File: src/rtl/mlc_pv_pkg.sv
package mlc_pv_pkg;
  typedef enum logic [1:0] {S_IDLE, S_PULSE, S_SETTLE, S_VERIFY} seq_state_e;
  typedef enum logic [1:0] {STEP_SET, STEP_RESET, STEP_PART} step_e;
  localparam logic [1:0] LVL_AMORPH = 2'b00;
  localparam logic [1:0] LVL_CRYST  = 2'b11;
endpackage

File: src/rtl/mlc_pv_timer.sv
module mlc_pv_timer #(
  parameter int TW = 4
) (
  input  logic          clk_i,
  input  logic          rst_ni,
  input  logic          load_i,
  input  logic [TW-1:0] len_i,
  output logic          zero_o
);
  logic [TW-1:0] cnt_q;

  // len_i >= 1; zero_o marks the last cycle of the window
  always_ff @(posedge clk_i or negedge rst_ni) begin
    if (!rst_ni)             cnt_q <= '0;
    else if (load_i)         cnt_q <= len_i - TW'(1);
    else if (cnt_q != '0)    cnt_q <= cnt_q - TW'(1);
  end

  assign zero_o = (cnt_q == '0);
endmodule

File: src/rtl/mlc_pv_seq.sv
module mlc_pv_seq
  import mlc_pv_pkg::*;
#(
  parameter int SET_CYC    = 16,
  parameter int RESET_CYC  = 4,
  parameter int PART_CYC   = 3,
  parameter int SETTLE_CYC = 2,
  parameter int MAX_PART   = 8,
  parameter int CNT_W      = 4,
  parameter int TW         = 5
) (
  input  logic             clk_i,
  input  logic             rst_ni,
  input  logic             req_i,
  input  logic [1:0]       target_i,
  input  logic             sense_valid_i,
  input  logic [1:0]       sense_lvl_i,
  input  logic             tmr_zero_i,
  output logic             tmr_load_o,
  output logic [TW-1:0]    tmr_len_o,
  output logic             ready_o,
  output logic             pulse_set_o,
  output logic             pulse_reset_o,
  output logic             pulse_part_o,
  output logic             verify_o,
  output logic             done_o,
  output logic             fail_o,
  output logic [CNT_W-1:0] pulse_cnt_o
);
  localparam int PW = $clog2(MAX_PART + 1);

  seq_state_e       state_q, state_d;
  step_e            step_q, step_d;
  logic [1:0]       tgt_q, tgt_d;
  logic [PW-1:0]    part_q, part_d;
  logic [CNT_W-1:0] cnt_q, cnt_d;
  logic             done_q, done_d, fail_q, fail_d;
  logic [1:0]       exp_lvl;
  logic             match;

  always_comb begin
    unique case (step_q)
      STEP_SET:   exp_lvl = LVL_CRYST;
      STEP_RESET: exp_lvl = LVL_AMORPH;
      default:    exp_lvl = tgt_q;
    endcase
  end
  assign match = (sense_lvl_i == exp_lvl);

  always_comb begin
    state_d    = state_q;
    step_d     = step_q;
    tgt_d      = tgt_q;
    part_d     = part_q;
    cnt_d      = cnt_q;
    done_d     = 1'b0;
    fail_d     = 1'b0;
    tmr_load_o = 1'b0;
    tmr_len_o  = TW'(SETTLE_CYC);
    unique case (state_q)
      S_IDLE: if (req_i) begin
        state_d    = S_PULSE;
        step_d     = STEP_SET;
        tgt_d      = target_i;
        part_d     = '0;
        cnt_d      = CNT_W'(1);
        tmr_load_o = 1'b1;
        tmr_len_o  = TW'(SET_CYC);
      end
      S_PULSE: if (tmr_zero_i) begin
        state_d    = S_SETTLE;
        tmr_load_o = 1'b1;
      end
      S_SETTLE: if (tmr_zero_i) state_d = S_VERIFY;
      default: if (sense_valid_i) begin
        if (!match && step_q != STEP_PART) begin
          state_d = S_IDLE; done_d = 1'b1; fail_d = 1'b1;
        end else if (match && (step_q == STEP_PART || tgt_q == exp_lvl)) begin
          state_d = S_IDLE; done_d = 1'b1;
        end else if (!match && part_q == PW'(MAX_PART)) begin
          state_d = S_IDLE; done_d = 1'b1; fail_d = 1'b1;
        end else begin
          // next detour step or another partial pulse
          state_d    = S_PULSE;
          cnt_d      = cnt_q + CNT_W'(1);
          tmr_load_o = 1'b1;
          if (step_q == STEP_SET) begin
            step_d    = STEP_RESET;
            tmr_len_o = TW'(RESET_CYC);
          end else begin
            step_d    = STEP_PART;
            part_d    = part_q + PW'(1);
            tmr_len_o = TW'(PART_CYC);
          end
        end
      end
    endcase
  end

  always_ff @(posedge clk_i or negedge rst_ni) begin
    if (!rst_ni) begin
      state_q <= S_IDLE;
      step_q  <= STEP_SET;
      tgt_q   <= '0;
      part_q  <= '0;
      cnt_q   <= '0;
      done_q  <= 1'b0;
      fail_q  <= 1'b0;
    end else begin
      state_q <= state_d;
      step_q  <= step_d;
      tgt_q   <= tgt_d;
      part_q  <= part_d;
      cnt_q   <= cnt_d;
      done_q  <= done_d;
      fail_q  <= fail_d;
    end
  end

  assign ready_o       = (state_q == S_IDLE);
  assign pulse_set_o   = (state_q == S_PULSE) && (step_q == STEP_SET);
  assign pulse_reset_o = (state_q == S_PULSE) && (step_q == STEP_RESET);
  assign pulse_part_o  = (state_q == S_PULSE) && (step_q == STEP_PART);
  assign verify_o      = (state_q == S_VERIFY);
  assign done_o        = done_q;
  assign fail_o        = fail_q;
  assign pulse_cnt_o   = cnt_q;


  pulse_onehot_chk: assert property (@(posedge clk_i) disable iff (!rst_ni)
    $onehot0({pulse_set_o, pulse_reset_o, pulse_part_o}));

  verify_no_pulse_chk: assert property (@(posedge clk_i) disable iff (!rst_ni)
    verify_o |-> !(pulse_set_o || pulse_reset_o || pulse_part_o));

  accept_busy_chk: assert property (@(posedge clk_i) disable iff (!rst_ni)
    (req_i && ready_o) |=> !ready_o);

  fail_with_done_chk: assert property (@(posedge clk_i) disable iff (!rst_ni)
    fail_o |-> (done_o && ready_o));

  done_single_chk: assert property (@(posedge clk_i) disable iff (!rst_ni)
    done_o |=> !done_o);

  cnt_bound_chk: assert property (@(posedge clk_i) disable iff (!rst_ni)
    int'(pulse_cnt_o) <= MAX_PART + 2);
endmodule

File: src/rtl/mlc_pv_writer.sv
module mlc_pv_writer #(
  parameter int SET_CYC    = 16,
  parameter int RESET_CYC  = 4,
  parameter int PART_CYC   = 3,
  parameter int SETTLE_CYC = 2,
  parameter int MAX_PART   = 8,
  localparam int CNT_W     = $clog2(MAX_PART + 3)
) (
  input  logic             clk_i,
  input  logic             rst_ni,
  input  logic             req_i,
  input  logic [1:0]       target_i,
  output logic             ready_o,
  output logic             pulse_set_o,
  output logic             pulse_reset_o,
  output logic             pulse_part_o,
  output logic             verify_o,
  input  logic             sense_valid_i,
  input  logic [1:0]       sense_lvl_i,
  output logic             done_o,
  output logic             fail_o,
  output logic [CNT_W-1:0] pulse_cnt_o
);
  localparam int MAX_A = (SET_CYC > RESET_CYC) ? SET_CYC : RESET_CYC;
  localparam int MAX_B = (PART_CYC > SETTLE_CYC) ? PART_CYC : SETTLE_CYC;
  localparam int MAX_W = (MAX_A > MAX_B) ? MAX_A : MAX_B;
  localparam int TW    = $clog2(MAX_W + 1);

  logic          tmr_load, tmr_zero;
  logic [TW-1:0] tmr_len;

  mlc_pv_timer #(.TW(TW)) u_timer (
    .clk_i  (clk_i),
    .rst_ni (rst_ni),
    .load_i (tmr_load),
    .len_i  (tmr_len),
    .zero_o (tmr_zero)
  );

  mlc_pv_seq #(
    .SET_CYC(SET_CYC), .RESET_CYC(RESET_CYC), .PART_CYC(PART_CYC),
    .SETTLE_CYC(SETTLE_CYC), .MAX_PART(MAX_PART), .CNT_W(CNT_W), .TW(TW)
  ) u_seq (
    .clk_i         (clk_i),
    .rst_ni        (rst_ni),
    .req_i         (req_i),
    .target_i      (target_i),
    .sense_valid_i (sense_valid_i),
    .sense_lvl_i   (sense_lvl_i),
    .tmr_zero_i    (tmr_zero),
    .tmr_load_o    (tmr_load),
    .tmr_len_o     (tmr_len),
    .ready_o       (ready_o),
    .pulse_set_o   (pulse_set_o),
    .pulse_reset_o (pulse_reset_o),
    .pulse_part_o  (pulse_part_o),
    .verify_o      (verify_o),
    .done_o        (done_o),
    .fail_o        (fail_o),
    .pulse_cnt_o   (pulse_cnt_o)
  );
endmodule

File: config.mk
export PLATFORM = sky130hd
export DESIGN_NAME = mlc_pv_writer
export DESIGN_NICKNAME = d
export VERILOG_FILES = /design/src/rtl/mlc_pv_pkg.sv /design/src/rtl/mlc_pv_timer.sv /design/src/rtl/mlc_pv_seq.sv /design/src/rtl/mlc_pv_writer.sv
export SDC_FILE = /design/constraint.sdc
export NUM_CORES = 1
export LEC_CHECK = 0
export BUFFER_PORTS_ARGS = -buffer_cell sky130_fd_sc_hd__buf_2
export CORE_MARGIN = 2
export CORE_UTILIZATION = 45
export DETAILED_ROUTE_END_ITERATION = 10
export GPL_ROUTABILITY_DRIVEN = 0
export GPL_TIMING_DRIVEN = 0
export HOLD_SLACK_MARGIN = 0.02
export REMOVE_ABC_BUFFERS = 1
export SYNTH_ARGS = -nofsm -noshare
export SYNTH_HDL_FRONTEND = slang
export SYNTH_SLANG_ARGS = --single-unit
File: constraint.sdc
create_clock -name clk_i -period 3.05 [get_ports clk_i]
set_clock_uncertainty 0.1 [all_clocks]
set_input_delay 0 -clock clk_i [delete_from_list [all_inputs] [get_ports clk_i]]
set_output_delay 0 -clock clk_i [all_outputs]
set_load 0.02 [all_outputs]
==> report_table.html <==
<table>
<tr><th>Metric</th><th>Value</th></tr>
<tr><th colspan="2">Logic synthesis</th></tr>
<tr><td>Top flip-flop cell by instance count after synthesis</td><td>sky130_fd_sc_hd__dfrtp_1</td></tr>
<tr><td>Commonest cells in the synthesized netlist</td><td>23 x sky130_fd_sc_hd__nor2_1, 22 x sky130_fd_sc_hd__nand2_1, 21 x sky130_fd_sc_hd__dfrtp_1</td></tr>
<tr><td>Parity-gate share of the synthesized area counting xor and xnor cells</td><td>0.0236</td></tr>
<tr><td>Simple-gate share of the synthesized area</td><td>0.245</td></tr>
<tr><td>Dominant combinational cell family by area after synthesis</td><td>simple AND/OR/NAND/NOR gates</td></tr>
<tr><td>Total number of yosys warnings</td><td>0</td></tr>
<tr><td>Number of flops mapped to enable cells by yosys</td><td>0</td></tr>
<tr><td>Seq/Total Area, Yosys</td><td>0.354</td></tr>
<tr><td>Adder-Cell Fraction of Synth Area</td><td>0.0675</td></tr>
<tr><td>Syn Inst Count</td><td>174</td></tr>
<tr><td>Most repeated cell in the gate-level netlist after synthesis</td><td>sky130_fd_sc_hd__nor2_1</td></tr>
<tr><td>Share of cell area taken by muxes after synthesis</td><td>0.0202</td></tr>
<tr><td>Complex-gate fraction of the synthesized area</td><td>0.228</td></tr>
<tr><td>Netlist area before placement</td><td>1480 µm²</td></tr>
<tr><td>Biggest area consumer among synthesized cells</td><td>sky130_fd_sc_hd__dfrtp_1</td></tr>
<tr><td>Total of flip-flops plus latches after synthesis</td><td>21</td></tr>
<tr><td>Share of async-settable or async-resettable flops after synthesis</td><td>1.00</td></tr>
<tr><td>Proportion of netlist area held by the largest area contributor</td><td>0.354</td></tr>
<tr><td>Average cell area after synthesis</td><td>8.53 µm²</td></tr>
<tr><td>Synth top area cells</td><td>sky130_fd_sc_hd__dfrtp_1 35%, sky130_fd_sc_hd__ha_1 6.7%, sky130_fd_sc_hd__nor2_1 5.8%</td></tr>
<tr><td>Cell variety after synth</td><td>47</td></tr>
<tr><th colspan="2">CTS</th></tr>
<tr><td>Clock tree buffer depth</td><td>2</td></tr>
<tr><td>Sink count of the clock tree</td><td>21</td></tr>
<tr><td>Clock transition at the registers of the reported paths</td><td>0.13 ns</td></tr>
<tr><td>Worst skew pair latency</td><td>0.32 ns</td></tr>
<tr><td>Clock buffers created by TritonCTS</td><td>3</td></tr>
<tr><td>H-tree depth</td><td>1</td></tr>
<tr><td>Clock root buffer</td><td>sky130_fd_sc_hd__clkbuf_4</td></tr>
<tr><td>CTS tree</td><td>yes</td></tr>
<tr><th colspan="2">Die</th></tr>
<tr><td>Vert. Die Dim</td><td>61.4 µm</td></tr>
<tr><td>Area of the core</td><td>3100 µm²</td></tr>
<tr><td>Die boundary width</td><td>61.4 µm</td></tr>
<tr><td>Initial Util</td><td>0.478</td></tr>
<tr><td>Die Area</td><td>3770 µm²</td></tr>
<tr><td>Standard-cell rows</td><td>20</td></tr>
<tr><td>Ports</td><td>19</td></tr>
<tr><th colspan="2">Routing</th></tr>
<tr><td>Average wire per cell in the routed design</td><td>14.4 µm</td></tr>
<tr><td>Avg Vias per Cell</td><td>5.68</td></tr>
<tr><td># DRC</td><td>0</td></tr>
<tr><td>Routed wire length</td><td>3400 µm</td></tr>
<tr><td>Remaining number of nets flagged by the antenna check after routing</td><td>0</td></tr>
<tr><td>Total iterations of the first detailed-routing run</td><td>4</td></tr>
<tr><td>Initial drt markers</td><td>62</td></tr>
<tr><td>Total via count in the routed design</td><td>1346</td></tr>
<tr><th colspan="2">Timing</th></tr>
<tr><td>Final Slew Violations</td><td>0</td></tr>
<tr><td>RSZ-0062 raised after global routing</td><td>no</td></tr>
<tr><td>Number of failing setup endpoints in the final timing report</td><td>0</td></tr>
<tr><td>Min Hold Slack</td><td>0.0319 ns</td></tr>
<tr><td>Period utilization</td><td>0.897</td></tr>
<tr><td>Achievable clock frequency</td><td>365 MHz</td></tr>
<tr><td>Post-layout min period</td><td>2.74 ns</td></tr>
<tr><td>Total negative slack for setup checks</td><td>0 ns</td></tr>
<tr><td>Transition time at the pin with the least slew margin</td><td>0.596 ns</td></tr>
<tr><td>Slew margin rel.</td><td>0.603</td></tr>
<tr><td>Final Hold Vio Count</td><td>0</td></tr>
<tr><th colspan="2">Placement</th></tr>
<tr><td>DPL Wire Length</td><td>2460 µm</td></tr>
<tr><td>Cell area reported after detailed placement</td><td>1560 µm²</td></tr>
<tr><td>Number of placed instances with taps included</td><td>227</td></tr>
<tr><td>Count of input and output buffers</td><td>18</td></tr>
<tr><th colspan="2">Power and ir drop</th></tr>
<tr><td>IR Drop Worst-Case VDD</td><td>0.465 mV</td></tr>
<tr><td>Internal</td><td>862 µW</td></tr>
<tr><td>Fraction of power consumed by the clock network</td><td>0.087</td></tr>
<tr><td>Sw Pwr</td><td>886 µW</td></tr>
<tr><td>Leak</td><td>0.741 nW</td></tr>
<tr><td>Power per unit of standard cell area</td><td>1050 nW/µm²</td></tr>
<tr><td>Sequential fraction of design power</td><td>0.310</td></tr>
<tr><td>Share of total power consumed by net switching</td><td>0.507</td></tr>
<tr><td>Part of the power in combinational logic</td><td>0.603</td></tr>
<tr><th colspan="2">Worst setup path</th></tr>
<tr><td>WP buf/inv</td><td>0</td></tr>
<tr><td>Delay-heaviest family, CP</td><td>compound AO/OA/AOI/OAI gates</td></tr>
<tr><td>Data required time of the worst path</td><td>3.20 ns</td></tr>
<tr><td>Ordered cell list for the critical path</td><td>or2_1, a211oi_4, o31a_2, nand2_1, nand2_1, a22oi_1, ha_1, o211ai_1, a211oi_1, a211oi_1</td></tr>
<tr><td>Critical path arrival</td><td>2.89 ns</td></tr>
<tr><td>Slowest Stage Delay on Critical Path</td><td>0.51 ns</td></tr>
<tr><td>Setup slack, reg-to-reg</td><td>0.31 ns</td></tr>
<tr><td>Worst-path fanout max</td><td>10</td></tr>
<tr><td>Cell with the biggest individual delay on the critical path</td><td>sky130_fd_sc_hd__dfrtp_1</td></tr>
<tr><td>Capturing point of the worst reg2reg path</td><td>u_timer.cnt_q[4]$_DFFE_PN0P_</td></tr>
<tr><td>Launch point of the worst reg-to-reg path</td><td>u_seq.step_q[1]$_DFFE_PN0P_</td></tr>
<tr><td>Type of element capturing the critical path</td><td>flip-flop</td></tr>
<tr><td>Kind of critical path</td><td>reg2reg</td></tr>
<tr><td>Worst-case reg-to-reg path depth</td><td>10</td></tr>
<tr><td>Setup crit start kind</td><td>flip-flop</td></tr>
<tr><th colspan="2">Global routing</th></tr>
<tr><td>Total grt overflow</td><td>0</td></tr>
<tr><td>Global-route wire length before repair</td><td>5920 µm</td></tr>
<tr><td>Largest net degree at the start of global routing</td><td>22</td></tr>
<tr><td>GRT Util Overall</td><td>0.213</td></tr>
<tr><td>Initial antenna violation count</td><td>0</td></tr>
<tr><td>Number of global-route vias before repair</td><td>1310</td></tr>
<tr><th colspan="2">Min path</th></tr>
<tr><td>Path class of the lowest-slack min-delay path</td><td>in2reg</td></tr>
<tr><td>Launch instance of the worst min-delay path</td><td>sense_lvl_i[0]</td></tr>
<tr><td>Worst min-delay path endpoint</td><td>u_seq.fail_o$_DFF_PN0_</td></tr>
<tr><td>Worst hold stages</td><td>6</td></tr>
<tr><th colspan="2">Final layout</th></tr>
<tr><td>Storage element area</td><td>526 µm²</td></tr>
<tr><td>Fillcell total</td><td>312</td></tr>
<tr><td>Synthesis-to-layout area growth</td><td>12.4%</td></tr>
<tr><td>Area occupied by multi-input gates</td><td>881 µm²</td></tr>
<tr><td>Post-layout instance area</td><td>1670 µm²</td></tr>
<tr><td>Layout cells sized above 1</td><td>0.166</td></tr>
<tr><td>Antenna diodes</td><td>0</td></tr>
<tr><td>Final-stage net count</td><td>210</td></tr>
<tr><td>Count of non-filler cells in the finished layout</td><td>237</td></tr>
<tr><th colspan="2">Job</th></tr>
<tr><td>Max-cap violations</td><td>0</td></tr>
<tr><th colspan="2">Outcome</th></tr>
<tr><td>Status</td><td>complete, no violations</td></tr>
</table>
[cell usage in the layout (no fill, tap or decap), types with 4 or more instances in the layout]
master / n
sky130_fd_sc_hd__nand2_1: 22
sky130_fd_sc_hd__a21oi_1: 14
sky130_fd_sc_hd__xor2_1: 4
sky130_fd_sc_hd__nor2b_1: 4
sky130_fd_sc_hd__dlygate4sd3_1: 6
sky130_fd_sc_hd__buf_2: 18
sky130_fd_sc_hd__nor2_1: 23
sky130_fd_sc_hd__dfrtp_1: 21
sky130_fd_sc_hd__inv_1: 7
sky130_fd_sc_hd__nor3_1: 4
sky130_fd_sc_hd__o21ai_0: 9
sky130_fd_sc_hd__ha_1: 7
[metal layers]
metal,routed length [µm],GRT usage,vias up
met5,0,0,-
met4,75,0.0699,0
met3,267,0.0483,9
met2,1620,0.353,47
met1,1440,0.277,630
li1,-,-,660
[power groups by stage]
| stage | Sequential (mW) | Clock, mW | Combinational (mW) |
|---|---|---|---|
| 2_1_floorplan | 0.544 | 0 | 0.752 |
| 3_3_place_gp | 0.537 | 0 | 0.993 |
| 3_5_place_dp | 0.545 | 0 | 1.01 |
| 4_1_cts | 0.538 | 0.158 | 1.04 |
| 5_1_grt | 0.564 | 0.167 | 1.20 |
| 6_report | 0.543 | 0.152 | 1.05 |
[area by class of cell]
class / count / share of cell area
sequential: 21 / 0.315
tap: 44 / 0.0330
timing repair buffer: 24 / 0.0900
clock buffer: 3 / 0.0135
inverter: 7 / 0.0158
multi-input combinational: 137 / 0.528
clock inverter: 1 / 0.00450
[worst register-to-register path, stage by stage (launching register included)]
cell and delay (ns):
sky130_fd_sc_hd__dfrtp_1 0.51, sky130_fd_sc_hd__or2_1 0.40, sky130_fd_sc_hd__a211oi_4 0.33, sky130_fd_sc_hd__o31a_2 0.33, sky130_fd_sc_hd__nand2_1 0.13, sky130_fd_sc_hd__nand2_1 0.09
sky130_fd_sc_hd__a22oi_1 0.09, sky130_fd_sc_hd__ha_1 0.23, sky130_fd_sc_hd__o211ai_1 0.15, sky130_fd_sc_hd__a211oi_1 0.09, sky130_fd_sc_hd__a211oi_1 0.23
[state kept, by name (all words and copies together), names as in the netlist]
register and count:
u_seq.state_q 2, u_seq.fail_o 1, u_timer.cnt_q 5, u_seq.pulse_cnt_o 4
u_seq.part_q 4, u_seq.done_o 1, u_seq.step_q 2, u_seq.tgt_q 2
[through the flow]
| stage | total power [mW] | setup slack (ns) | utilization |
|---|---|---|---|
| after CTS | 1.74 | 0.185 | 0.533 |
| after global routing | 1.93 | 0.0943 | 0.538 |
| after detailed placement | 1.56 | 0.231 | 0.504 |
| after floorplan | 1.30 | 0.593 | - |
| after global placement | 1.53 | 0.251 | 0.504 |
| final | 1.75 | 0.314 | 0.538 |
[cells by family after synthesis]
family,count (synthesis)
AOI/OAI and AO/OA,48
and+or+nand+nor,74
DFF,21
buffers and inverters,16
xor gates and xnor gates,4
adders and majority gates,8
muxes,3
[how the worst max path moves through the flow]
stage	start	endpoint	slack (ns)	depth (start not counted)
5_1_grt	u_seq.part_q[0]$_DFFE_PN0P_	u_timer.cnt_q[4]$_DFFE_PN0P_	0.09	12
3_3_place_gp	u_seq.step_q[1]$_DFFE_PN0P_	u_timer.cnt_q[4]$_DFFE_PN0P_	0.25	10
3_5_place_dp	u_seq.step_q[1]$_DFFE_PN0P_	u_timer.cnt_q[4]$_DFFE_PN0P_	0.23	10
4_1_cts	u_seq.step_q[1]$_DFFE_PN0P_	u_timer.cnt_q[4]$_DFFE_PN0P_	0.19	10
6_report	u_seq.step_q[1]$_DFFE_PN0P_	u_timer.cnt_q[4]$_DFFE_PN0P_	0.31	10
2_1_floorplan	u_seq.state_q[0]$_DFFE_PN0P_	u_timer.cnt_q[4]$_DFFE_PN0P_	0.59	11
[repair_timing]
item | in CTS | in global routing
setup endpoints to repair | 0 | 1
setup buffers | 0 | 0
hold endpoints to repair | 25 | 0
hold buffers | 6 | 0
gates resized for setup | 0 | 4
Power figures use the tool's default switching activity.
